`src/rtl/fbg_pkg.sv`:
```
package fbg_pkg;

    localparam int BYTE_W      = 8;
    localparam int DIV_W       = 2 * BYTE_W;
    localparam int FRAC_W      = 4;
    localparam int SEL_W       = 2;
    localparam int SCNT_W      = FRAC_W + 1;
    localparam int PRESC_RATIO = 4;

    typedef enum logic [SEL_W-1:0] {
        SAMP_X16  = 2'b00,
        SAMP_X8   = 2'b01,
        SAMP_X4   = 2'b10,
        SAMP_X4_B = 2'b11
    } samp_e;

    typedef struct packed {
        logic [DIV_W-1:0]  n;
        logic [FRAC_W-1:0] m;
        logic              presc;
        samp_e             samp;
    } cfg_t;

    typedef struct packed {
        logic [DIV_W-1:0]  n_eff;
        logic [FRAC_W-1:0] m_eff;
        logic [SCNT_W-1:0] samps;
    } rate_t;

    function automatic logic [SCNT_W-1:0] samps_of(samp_e s);
        case (s)
            SAMP_X16: samps_of = SCNT_W'(16);
            SAMP_X8:  samps_of = SCNT_W'(8);
            default:  samps_of = SCNT_W'(4);
        endcase
    endfunction

    function automatic rate_t resolve(cfg_t c);
        rate_t             r;
        logic [SCNT_W-1:0] lim;
        r.samps = samps_of(c.samp);
        r.n_eff = (c.n == '0) ? DIV_W'(1) : c.n;
        lim     = r.samps - SCNT_W'(1);
        r.m_eff = ({1'b0, c.m} >= r.samps) ? lim[FRAC_W-1:0] : c.m;
        return r;
    endfunction

endpackage

```
`src/rtl/fbg_prescaler.sv`:
```
module fbg_prescaler #(
    parameter int RATIO = fbg_pkg::PRESC_RATIO
) (
    input  logic clk,
    input  logic rst,
    input  logic clr,
    input  logic sel,
    output logic en
);
    localparam int PC_W = (RATIO > 1) ? $clog2(RATIO) : 1;
    localparam logic [PC_W-1:0] PC_LAST = PC_W'(RATIO - 1);

    logic [PC_W-1:0] pc;

    assign en = sel ? (pc == PC_LAST) : 1'b1;

    always_ff @(posedge clk) begin
        if (rst || clr) pc <= '0;
        else            pc <= (pc == PC_LAST) ? '0 : pc + PC_W'(1);
    end

    assert_presc_gap_R2: assert property (@(posedge clk) disable iff (rst || clr)
        (sel && en) |=> !en)
        else $error("prescaled enable repeated on consecutive clocks");

endmodule

```
`src/rtl/fbg_interval.sv`:
```
module fbg_interval
    import fbg_pkg::*;
(
    input  logic              clk,
    input  logic              rst,
    input  logic              clr,
    input  logic              en,
    input  logic [DIV_W-1:0]  n_eff,
    input  logic [FRAC_W-1:0] m_eff,
    input  logic [SCNT_W-1:0] samps,
    output logic              done
);
    logic [DIV_W-1:0]  cnt;
    logic [FRAC_W-1:0] acc;
    logic [FRAC_W:0]   sum;
    logic [FRAC_W:0]   acc_nx;
    logic              stretch;
    logic [DIV_W-1:0]  last_idx;

    // Phase accumulator: an interval is stretched whenever adding M crosses S.
    assign sum      = {1'b0, acc} + {1'b0, m_eff};
    assign stretch  = (sum >= samps);
    assign acc_nx   = stretch ? (sum - samps) : sum;
    assign last_idx = stretch ? n_eff : (n_eff - DIV_W'(1));
    assign done     = en && (cnt == last_idx);

    always_ff @(posedge clk) begin
        if (rst || clr) begin
            cnt <= '0;
            acc <= '0;
        end else if (en) begin
            if (cnt == last_idx) begin
                cnt <= '0;
                acc <= acc_nx[FRAC_W-1:0];
            end else begin
                cnt <= cnt + DIV_W'(1);
            end
        end
    end

    assert_cnt_bound_R3: assert property (@(posedge clk) disable iff (rst || clr)
        cnt <= last_idx)
        else $error("interval counter passed its limit");

    assert_acc_bound_R5: assert property (@(posedge clk) disable iff (rst || clr)
        acc_nx < {1'b0, samps})
        else $error("fraction accumulator out of range");

endmodule

```
`src/rtl/fbg_bitcount.sv`:
```
module fbg_bitcount
    import fbg_pkg::*;
(
    input  logic              clk,
    input  logic              rst,
    input  logic              clr,
    input  logic              smp_done,
    input  logic [SCNT_W-1:0] samps,
    output logic              bit_done
);
    logic [SCNT_W-1:0] scount;

    assign bit_done = smp_done && (scount == samps - SCNT_W'(1));

    always_ff @(posedge clk) begin
        if (rst || clr)    scount <= '0;
        else if (smp_done) scount <= bit_done ? '0 : scount + SCNT_W'(1);
    end

    assert_scount_R4: assert property (@(posedge clk) disable iff (rst || clr)
        scount < samps)
        else $error("sample counter beyond samples per bit");

endmodule

```
`src/rtl/frac_baud_gen.sv`:
```
module frac_baud_gen
    import fbg_pkg::*;
(
    input  logic              clk,
    input  logic              rst,
    input  logic [BYTE_W-1:0] div_lo,
    input  logic [BYTE_W-1:0] div_hi,
    input  logic [FRAC_W-1:0] frac,
    input  logic              presc_sel,
    input  logic [SEL_W-1:0]  samp_sel,
    output logic              sample_tick,
    output logic              bit_tick
);
    cfg_t  cfg_in;
    cfg_t  cfg_q;
    rate_t rate;
    logic  restart;
    logic  pre_en;
    logic  smp_done;
    logic  bit_done;

    assign cfg_in.n     = {div_hi, div_lo};
    assign cfg_in.m     = frac;
    assign cfg_in.presc = presc_sel;
    assign cfg_in.samp  = samp_e'(samp_sel);
    assign rate         = resolve(cfg_in);
    assign restart      = (cfg_in != cfg_q);

    fbg_prescaler #(.RATIO(PRESC_RATIO)) u_presc (
        .clk (clk),
        .rst (rst),
        .clr (restart),
        .sel (cfg_in.presc),
        .en  (pre_en)
    );

    fbg_interval u_intv (
        .clk   (clk),
        .rst   (rst),
        .clr   (restart),
        .en    (pre_en),
        .n_eff (rate.n_eff),
        .m_eff (rate.m_eff),
        .samps (rate.samps),
        .done  (smp_done)
    );

    fbg_bitcount u_bits (
        .clk      (clk),
        .rst      (rst),
        .clr      (restart),
        .smp_done (smp_done),
        .samps    (rate.samps),
        .bit_done (bit_done)
    );

    always_ff @(posedge clk) begin
        cfg_q <= cfg_in;
        if (rst) begin
            sample_tick <= 1'b0;
            bit_tick    <= 1'b0;
        end else begin
            sample_tick <= !restart && smp_done;
            bit_tick    <= !restart && bit_done;
        end
    end

    assert_reset_quiet_R1: assert property (@(posedge clk)
        rst |=> (!sample_tick && !bit_tick))
        else $error("strobe active after reset edge");

    assert_bit_on_sample_R7: assert property (@(posedge clk) disable iff (rst)
        bit_tick |-> sample_tick)
        else $error("bit strobe without sample strobe");

    assert_bit_single_R7: assert property (@(posedge clk) disable iff (rst)
        bit_tick |=> !bit_tick)
        else $error("bit strobe wider than one clock");

    assert_restart_clear_R8: assert property (@(posedge clk) disable iff (rst)
        restart |=> (!sample_tick && !bit_tick))
        else $error("strobe survived a configuration change");

endmodule

```
`config.mk`:
```
export PLATFORM = sky130hd
export DESIGN_NAME = frac_baud_gen
export DESIGN_NICKNAME = d
export VERILOG_FILES = /design/src/rtl/fbg_pkg.sv /design/src/rtl/fbg_prescaler.sv /design/src/rtl/fbg_interval.sv /design/src/rtl/fbg_bitcount.sv /design/src/rtl/frac_baud_gen.sv
export SDC_FILE = /design/constraint.sdc
export NUM_CORES = 1
export LEC_CHECK = 0
export ABC_AREA = 1
export BUFFER_PORTS_ARGS = -buffer_cell sky130_fd_sc_hd__buf_2
export CORE_AREA = 5 5 91 93
export CTS_CLUSTER_DIAMETER = 150
export DETAILED_ROUTE_END_ITERATION = 10
export DIE_AREA = 0 0 96 98
export PLACE_DENSITY_LB_ADDON = 0.05
export SLEW_MARGIN = 20
export SYNTH_ARGS = -nofsm -noshare
export SYNTH_HDL_FRONTEND = slang
export SYNTH_SLANG_ARGS = --single-unit
```
`constraint.sdc`:
```
create_clock -name clk -period 3.95 [get_ports clk]
set_input_delay 0.1975 -clock clk [delete_from_list [all_inputs] [get_ports clk]]
set_output_delay 0.1975 -clock clk [all_outputs]
set_load 0.05 [all_outputs]
```
==> metrics.md, run 1 <==
| Metric | Value |
|---|---|
| Clock Tree Root | `clkbuf_8` |
| Area grow syn2layout | `15.06%` |
| CTS tree | `yes` |
| Fin nets | `532` |
| Worst Setup Start Kind | `input pin` |
| Total CTS buffers | `5` |
| Final Hold Vio Count | `0` |
| Initial DRC Count | `151` |
| Post-synth EDFFs | `0` |
| Worst slew pin tran | `0.5884 ns` |
| Met2 routed WL | `3249 um` |
| Async SR Flop Fraction | `0` |
| Max-cap check violation count | `0` |
| Core area | `7447 um2` |
| Synth warn | `0` |
| Leakage | `1.632 nW` |
| Worst-path maximum fanout | `6` |
| CP endpoint kind | `flip-flop` |
| Drt first pass iters | `4` |
| Util after Layout | `0.4993` |
| Syn Nets | `493` |
| Hold Path Depth | `1` |
| Pwr dens | `285.2 nW/um2` |
| Row count | `32` |
| Die X | `96 um` |
| Final Max Tran Viols | `0` |
| R2r worst-path depth | `19` |
| H-tree Lvls | `2` |
| Post-synthesis sequential element count | `52` |
| Final Skew | `0.008035 ns` |
| Min-Delay Endpoint | `cfg_q[5]` |
| Remaining DRCs | `0` |
| Area of the multi-input gates | `1987 um2` |
| Crit share post-route | `0.9207` |
| HP Start | `frac[2]` |
| Post-layout min period | `3.637 ns` |
| Clock Latency Late Sink | `0.31 ns` |
| Placed wire-length estimate | `6014 um` |
| Slew margin rel. | `0.6041` |
| Required @ worst endpoint | `4.16 ns` |
| First-pass GRT wire length | `12610 um` |
| WP data arrival | `3.84 ns` |
| CTS Buffer Depth | `2` |
| PortBufs | `26` |
| WS Path Type | `in2reg` |
| Setup violators final | `0` |
| Cells after Synth | `454` |
| Clk sink count | `52` |
| R2r setup slk | `0.82 ns` |
| Fmax | `275.0 MHz` |
| FF+latch area | `1041 um2` |
| Syn Area/Cell | `7.119 um2` |
| Pin count of the biggest net entering global routing | `16` |
| Cell Area, Synth | `3232 um2` |
| Share of layout cells above drive strength 1 | `0.1842` |
| WL met1 | `3821 um` |
| GR Overflow Total | `0` |
| R2R Path Start | `u_intv.acc[0]` |
| Part of the Yosys area used for sequential elements | `0.3221` |
| VDD IR-drop max | `0.1167 mV` |
| Initial Util | `0.4340` |
| DRT antenna net count | `0` |
| Clk slew on worst S/H paths | `0.09 ns` |
| Routability congestion estimate | `0.8632` |
| Diode count | `0` |
| Synth area leader | `dfxtp_1` |
| R2R Path End | `u_intv.acc[0]` |
| Met3 Wirelength | `346 um` |
| Die ar. | `9408 um2` |
| Vias per inst | `4.785` |
| Non-filler cells in the finished layout | `596` |
| Top cells by area, synth | `dfxtp_1, nand2_1, nor2_1` |
| Hold Path Class | `in2reg` |
| Yosys cell types | `42` |
| Vias in the first global route | `2645` |
| Yosys top cell area share | `0.3221` |
| Top routing layer in use | `met4` |
| Die Ht | `98 um` |
| GRT Total Usage | `0.1688` |
| Number of I/O pins | `27` |
| Routed wire length | `7513 um` |
| Antenna violations before repair | `0` |
| Vias | `2852` |
| PnR Total Power | `1.060 mW` |
| Fill cell count | `807` |
| Drt wl/cell | `12.61 um` |
| Post-synth top flop | `dfxtp_1` |
| Outcome | `finished clean` |
| Placed Cells | `585` |
==> repair_timing <==
item                                   4_1_cts  5_1_grt
setup endpoints to repair                    0       25
buffers inserted                             0        1
endpoints found under the hold margin        2        0
resized for setup                            0       18
hold buffers                                 2        0
==> sequential cells by signal, indices dropped and copies added (netlist names) <==
register / cells
u_intv.acc: 4
sample_tick: 1
u_intv.cnt: 16
bit_tick: 1
cfg_q: 23
u_presc.pc: 2
u_bits.scount: 5
==> worst max-delay path by stage <==
stage | start | endpoint | slack (ns) | depth (start not counted)
after floorplan | samp_sel[1] | u_intv.acc[0] | 0.33 | 26
after global placement | frac[2] | u_bits.scount[4] | -0.04 | 29
after detailed placement | frac[2] | u_bits.scount[4] | -0.08 | 29
after CTS | frac[2] | u_bits.scount[4] | 0.22 | 30
after global routing | frac[2] | u_intv.acc[2] | -0.06 | 29
final | samp_sel[1] | u_intv.acc[0] | 0.31 | 28
==> critical path, cell delays in order <==
cell and delay (ns):
buf_2 0.12, inv_1 0.08, nand2_2 0.08, ha_1 0.30
a21oi_2 0.06, nor2_2 0.16, nand2_1 0.07, o21ai_1 0.08
inv_1 0.06, ha_1 0.30, a21oi_1 0.17, nand2_1 0.11
xor2_2 0.20, ha_4 0.24, nand2_1 0.07, nor2_2 0.05
nor2_4 0.18, buf_6 0.13, nand3_1 0.12, nor2_1 0.13
nor2_1 0.06, nor2_2 0.11, nand2_1 0.08, nor2_2 0.16
nand4_2 0.14, nand2_2 0.13, inv_2 0.07, a22o_1 0.19
==> cell type report <==
class | count | area share
multi-input combinational | 335 | 0.5343
sequential | 52 | 0.2799
clock inverter | 1 | 0.002019
inverter | 62 | 0.06326
timing repair buffer | 37 | 0.06292
clock buffer | 7 | 0.02322
tap | 102 | 0.03432
==> metal layers <==
metal	vias to the layer above	global-route usage
li1	1541	-
met1	1261	0.2514
met2	41	0.2496
met3	9	0.02773
met4	0	0.04486
met5	-	0
==> synthesized netlist by cell type, drive strengths merged (4+ instances only) <==
cell,instances
nor3,12
nand4,20
nor3b,5
inv,61
xnor2,13
a211oi,4
o21ai,9
dfxtp,52
nand2,96
nor2,81
o22ai,4
ha,13
a21oi,12
nand3,25
xor2,23
==> cells in the final DEF (no fill, tap or decap), drive strengths merged <==
| cell | count |
|---|---|
| nand4 | 20 |
| or2 | 3 |
| nor3b | 5 |
| clkinv | 1 |
| nor4 | 3 |
| o22ai | 4 |
| clkinvlp | 1 |
| inv | 61 |
| nor3 | 12 |
| nand2 | 96 |
| o2111a | 1 |
| o21ai | 9 |
| a22o | 2 |
| and3b | 1 |
| a21oi | 12 |
| fa | 1 |
| xnor2 | 13 |
| nand3 | 25 |
| clkbuf | 7 |
| and2 | 1 |
| nor2 | 81 |
| and3 | 1 |
| buf | 35 |
| ha | 13 |
| xor2 | 23 |
| a211oi | 4 |
| dlygate4sd3 | 2 |
| o211ai | 1 |
| o21bai | 3 |
| a221o | 1 |
| dfxtp | 52 |
==> logic make-up after synthesis <==
family,count (synthesis),synth area share
simple gates,248,0.3701
buf+inv,67,0.08169
flops,52,0.3221
compound gates,37,0.07201
xor+xnor,36,0.09756
fa+ha+maj,14,0.05652
==> where the power goes <==
group | switching (mW) | internal [mW] | total, mW | leakage, nW
registers | 0.00510 | 0.536 | 0.542 | 0.428
logic | 0.115 | 0.0746 | 0.190 | 1.16
clock network | 0.186 | 0.143 | 0.329 | 0.0445
==> through the flow <==
stage | hold WS, ns | setup WS [ns] | cell area [um2] | setup TNS (ns)
after floorplan | 0.2252 | 0.3335 | 3232 | 0
after global placement | 0.3132 | -0.04121 | 3531 | -0.04963
after detailed placement | 0.3149 | -0.08253 | 3531 | -0.2735
after CTS | 0.007863 | 0.2160 | 3645 | 0
after global routing | 0.01771 | -0.06109 | 3719 | -0.2267
final | 0.01990 | 0.3131 | 3719 | 0
No activity file was read; power rests on OpenSTA's default activity.
==> run 2: changes to the inputs <==
--- a/config.mk
+++ b/config.mk
@@ -6,12 +6,12 @@
 export NUM_CORES = 1
 export LEC_CHECK = 0
 export ABC_AREA = 1
-export BUFFER_PORTS_ARGS = -buffer_cell sky130_fd_sc_hd__buf_2
 export CORE_AREA = 5 5 91 93
 export CTS_CLUSTER_DIAMETER = 150
 export DETAILED_ROUTE_END_ITERATION = 10
 export DIE_AREA = 0 0 96 98
-export PLACE_DENSITY_LB_ADDON = 0.05
+export DONT_BUFFER_PORTS = 1
+export REMOVE_ABC_BUFFERS = 1
 export SLEW_MARGIN = 20
 export SYNTH_ARGS = -nofsm -noshare
 export SYNTH_HDL_FRONTEND = slang
==> run 2 against run 1 <==
Wire length rose by 1.8%. Setup slack got worse by 0.0070 ns. Total power up 5.3%. Worst hold slack improved by 0.15 ns. Largest cell class unchanged.
==> metrics.md, run 2 (synthesized netlist as in run 1, its figures left out) <==
| Metric | Value |
|---|---|
| Outcome | `finished clean` |
| Worst slew pin tran | `0.5694 ns (-0.01904 ns)` |
| Worst-path maximum fanout | `14 (+8)` |
| Clk sink count | `52 (unchanged)` |
| Remaining DRCs | `0 (unchanged)` |
| Diode count | `0 (unchanged)` |
| DRT antenna net count | `0 (unchanged)` |
| WS Path Type | `in2reg` |
| Placed wire-length estimate | `5779 um (-3.9%)` |
| Clock Latency Late Sink | `0.31 ns (about the same)` |
| Die X | `96 um (unchanged)` |
| Pwr dens | `294.9 nW/um2 (+3.4%)` |
| Most common cell after layout, fill and taps aside | `nand2_1` |
| First-pass GRT wire length | `12650 um (+0.27%)` |
| Fmax | `274.4 MHz (-0.19%)` |
| WP data arrival | `3.85 ns (about the same)` |
| Total CTS buffers | `5 (unchanged)` |
| Area grow syn2layout | `17.11%` |
| Core area | `7447 um2 (unchanged)` |
| Final Hold Vio Count | `0 (unchanged)` |
| Worst Setup Start Kind | `input pin` |
| Cell area after layout | `3785 um2 (+1.8%)` |
| Largest register FFs | `23 (unchanged)` |
| Hold_ws | `0.1722 ns (+0.1523 ns)` |
| GRT Total Usage | `0.1700 (+0.001125)` |
| Number of I/O pins | `27 (unchanged)` |
| Vias in the first global route | `2748 (+3.9%)` |
| Top flop regs | `cfg_q (23), u_intv.cnt (16), u_bits.scount (5)` |
| Slew margin rel. | `0.6169 (+0.01281)` |
| Vias | `2893 (+1.4%)` |
| GR Overflow Total | `0 (unchanged)` |
| Final Skew | `0.007409 ns (-0.0006261 ns)` |
| Initial Util | `0.4340 (unchanged)` |
| CTS Buffer Depth | `2 (unchanged)` |
| Crit share post-route | `0.9225 (+0.001769)` |
| Vias per inst | `4.945 (+3.3%)` |
| Switching Fraction | `0.2530 (-0.03595)` |
| Cell Area, Placed | `3356 um2 (-5.0%)` |
| Pin count of the biggest net entering global routing | `17 (+1)` |
| Most frequent cells in the layout | `nand2_1, nor2_1, inv_1` |
| Combinational share of power | `0.154 (-0.025)` |
| PortBufs | `0 (-100%)` |
| Final Max Tran Viols | `0 (unchanged)` |
| Required @ worst endpoint | `4.15 ns (about the same)` |
| Clk slew on worst S/H paths | `0.09 ns (about the same)` |
| Antenna violations before repair | `0 (unchanged)` |
| Drt first pass iters | `4 (unchanged)` |
| Drt wl/cell | `13.08 um (+3.7%)` |
| VDD IR-drop max | `0.1319 mV (+13%)` |
| Util after Layout | `0.5082 (+0.008905)` |
| Initial DRC Count | `127 (-16%)` |
| Row count | `32 (unchanged)` |
| Clock power share | `0.361 (+0.051)` |
| Fill cell count | `776 (-3.8%)` |
| Fin nets | `521 (-2.1%)` |
| Clock Tree Root | `clkbuf_8` |
| CP dominant cell by count | `nand2_1` |
| Final WS setup | `0.3061 ns (-0.006987 ns)` |
| Largest register by flop count | `cfg_q` |
| RSZ-0062 raised after global routing | `false` |
| Setup Slack @ Placement | `-0.09752 ns (-0.01499 ns)` |
| Internal power | `0.8338 mW (+11%)` |
| Routability congestion estimate | `0.8821 (+2.2%)` |
| Post-layout min period | `3.644 ns (+0.006987 ns)` |
| Slowest CP cell | `fa_1` |
| CP endpoint kind | `flip-flop` |
| Setup violators final | `0 (unchanged)` |
| Die Ht | `98 um (unchanged)` |
| Max-cap check violation count | `0 (unchanged)` |
| Die ar. | `9408 um2 (unchanged)` |
| Crit path largest cell delay | `0.42 ns (+0.12 ns)` |
| Share of layout cells above drive strength 1 | `0.1159 (-0.06827)` |
| Part of the power in registers | `0.485 (-0.026)` |
| H-tree Lvls | `2 (unchanged)` |
| CTS tree | `yes` |
| Leakage | `1.605 nW (-1.7%)` |
| Sum of negative setup slack | `0 ns (unchanged)` |
| Routed wire length | `7650 um (+1.8%)` |
| Hold Path Class | `in2reg` |
| Switching Power | `0.2824 mW (-7.8%)` |
-- run 2: path summary, 6_finish.rpt --
kind                 start               end  slack, ns  depth (start not counted)
max reg2reg  u_intv.acc[0]  u_bits.scount[0]       0.68                         19
min reg2reg  u_presc.pc[0]     u_presc.pc[0]       0.42                          1
max            samp_sel[1]  u_bits.scount[0]       0.31                         26
min            samp_sel[1]          bit_tick       0.17                          3
-- run 2: what timing repair did --
item,in CTS,in global routing
hold buffers,23,0
endpoints found under the hold margin,23,0
gates resized for setup,0,14
setup endpoints to repair,0,24
buffers inserted,0,1
-- run 2: per-stage QoR --
stage               std cells  power (mW)
CTS                       584       1.115
finish                    585       1.116
detailed placement        553      0.6918
global placement          553      0.6907
global route              585       1.171
floorplan                 449      0.6652
-- run 2: power by group through the flow --
stage | Combinational [mW] | Sequential (mW) | Clock (mW)
2_1_floorplan | 0.112 | 0.553 | 0
3_3_place_gp | 0.137 | 0.554 | 0
3_5_place_dp | 0.138 | 0.554 | 0
4_1_cts | 0.157 | 0.542 | 0.416
5_1_grt | 0.191 | 0.543 | 0.437
6_report | 0.172 | 0.542 | 0.403
-- run 2: routing by layer --
metal | track usage | vias to the layer above | routed length [um]
met5 | 0 | - | 0
met4 | 0.05142 | 0 | 112
met3 | 0.03005 | 8 | 365
met2 | 0.2671 | 44 | 3530
met1 | 0.2352 | 1328 | 3641
li1 | - | 1513 | -
-- run 2: area by class of cell --
class                      count  area (um2)  share of cell area
sequential                    52        1041              0.2750
tap                          102       127.6             0.03372
multi-input combinational    335        1987              0.5250
inverter                      62       237.7             0.06281
timing repair buffer          26       265.3             0.07008
clock inverter                 1       30.03            0.007934
clock buffer                   7       96.34             0.02545
-- run 2: worst max-delay path: cells and delay by family --
kind / cells / cell delay, ns
AO/OA/AOI/OAI: 3 / 0.48
adder cells (fa/ha/maj): 4 / 1.23
buffers and inverters: 2 / 0.14
AND/OR/NAND/NOR: 17 / 1.81
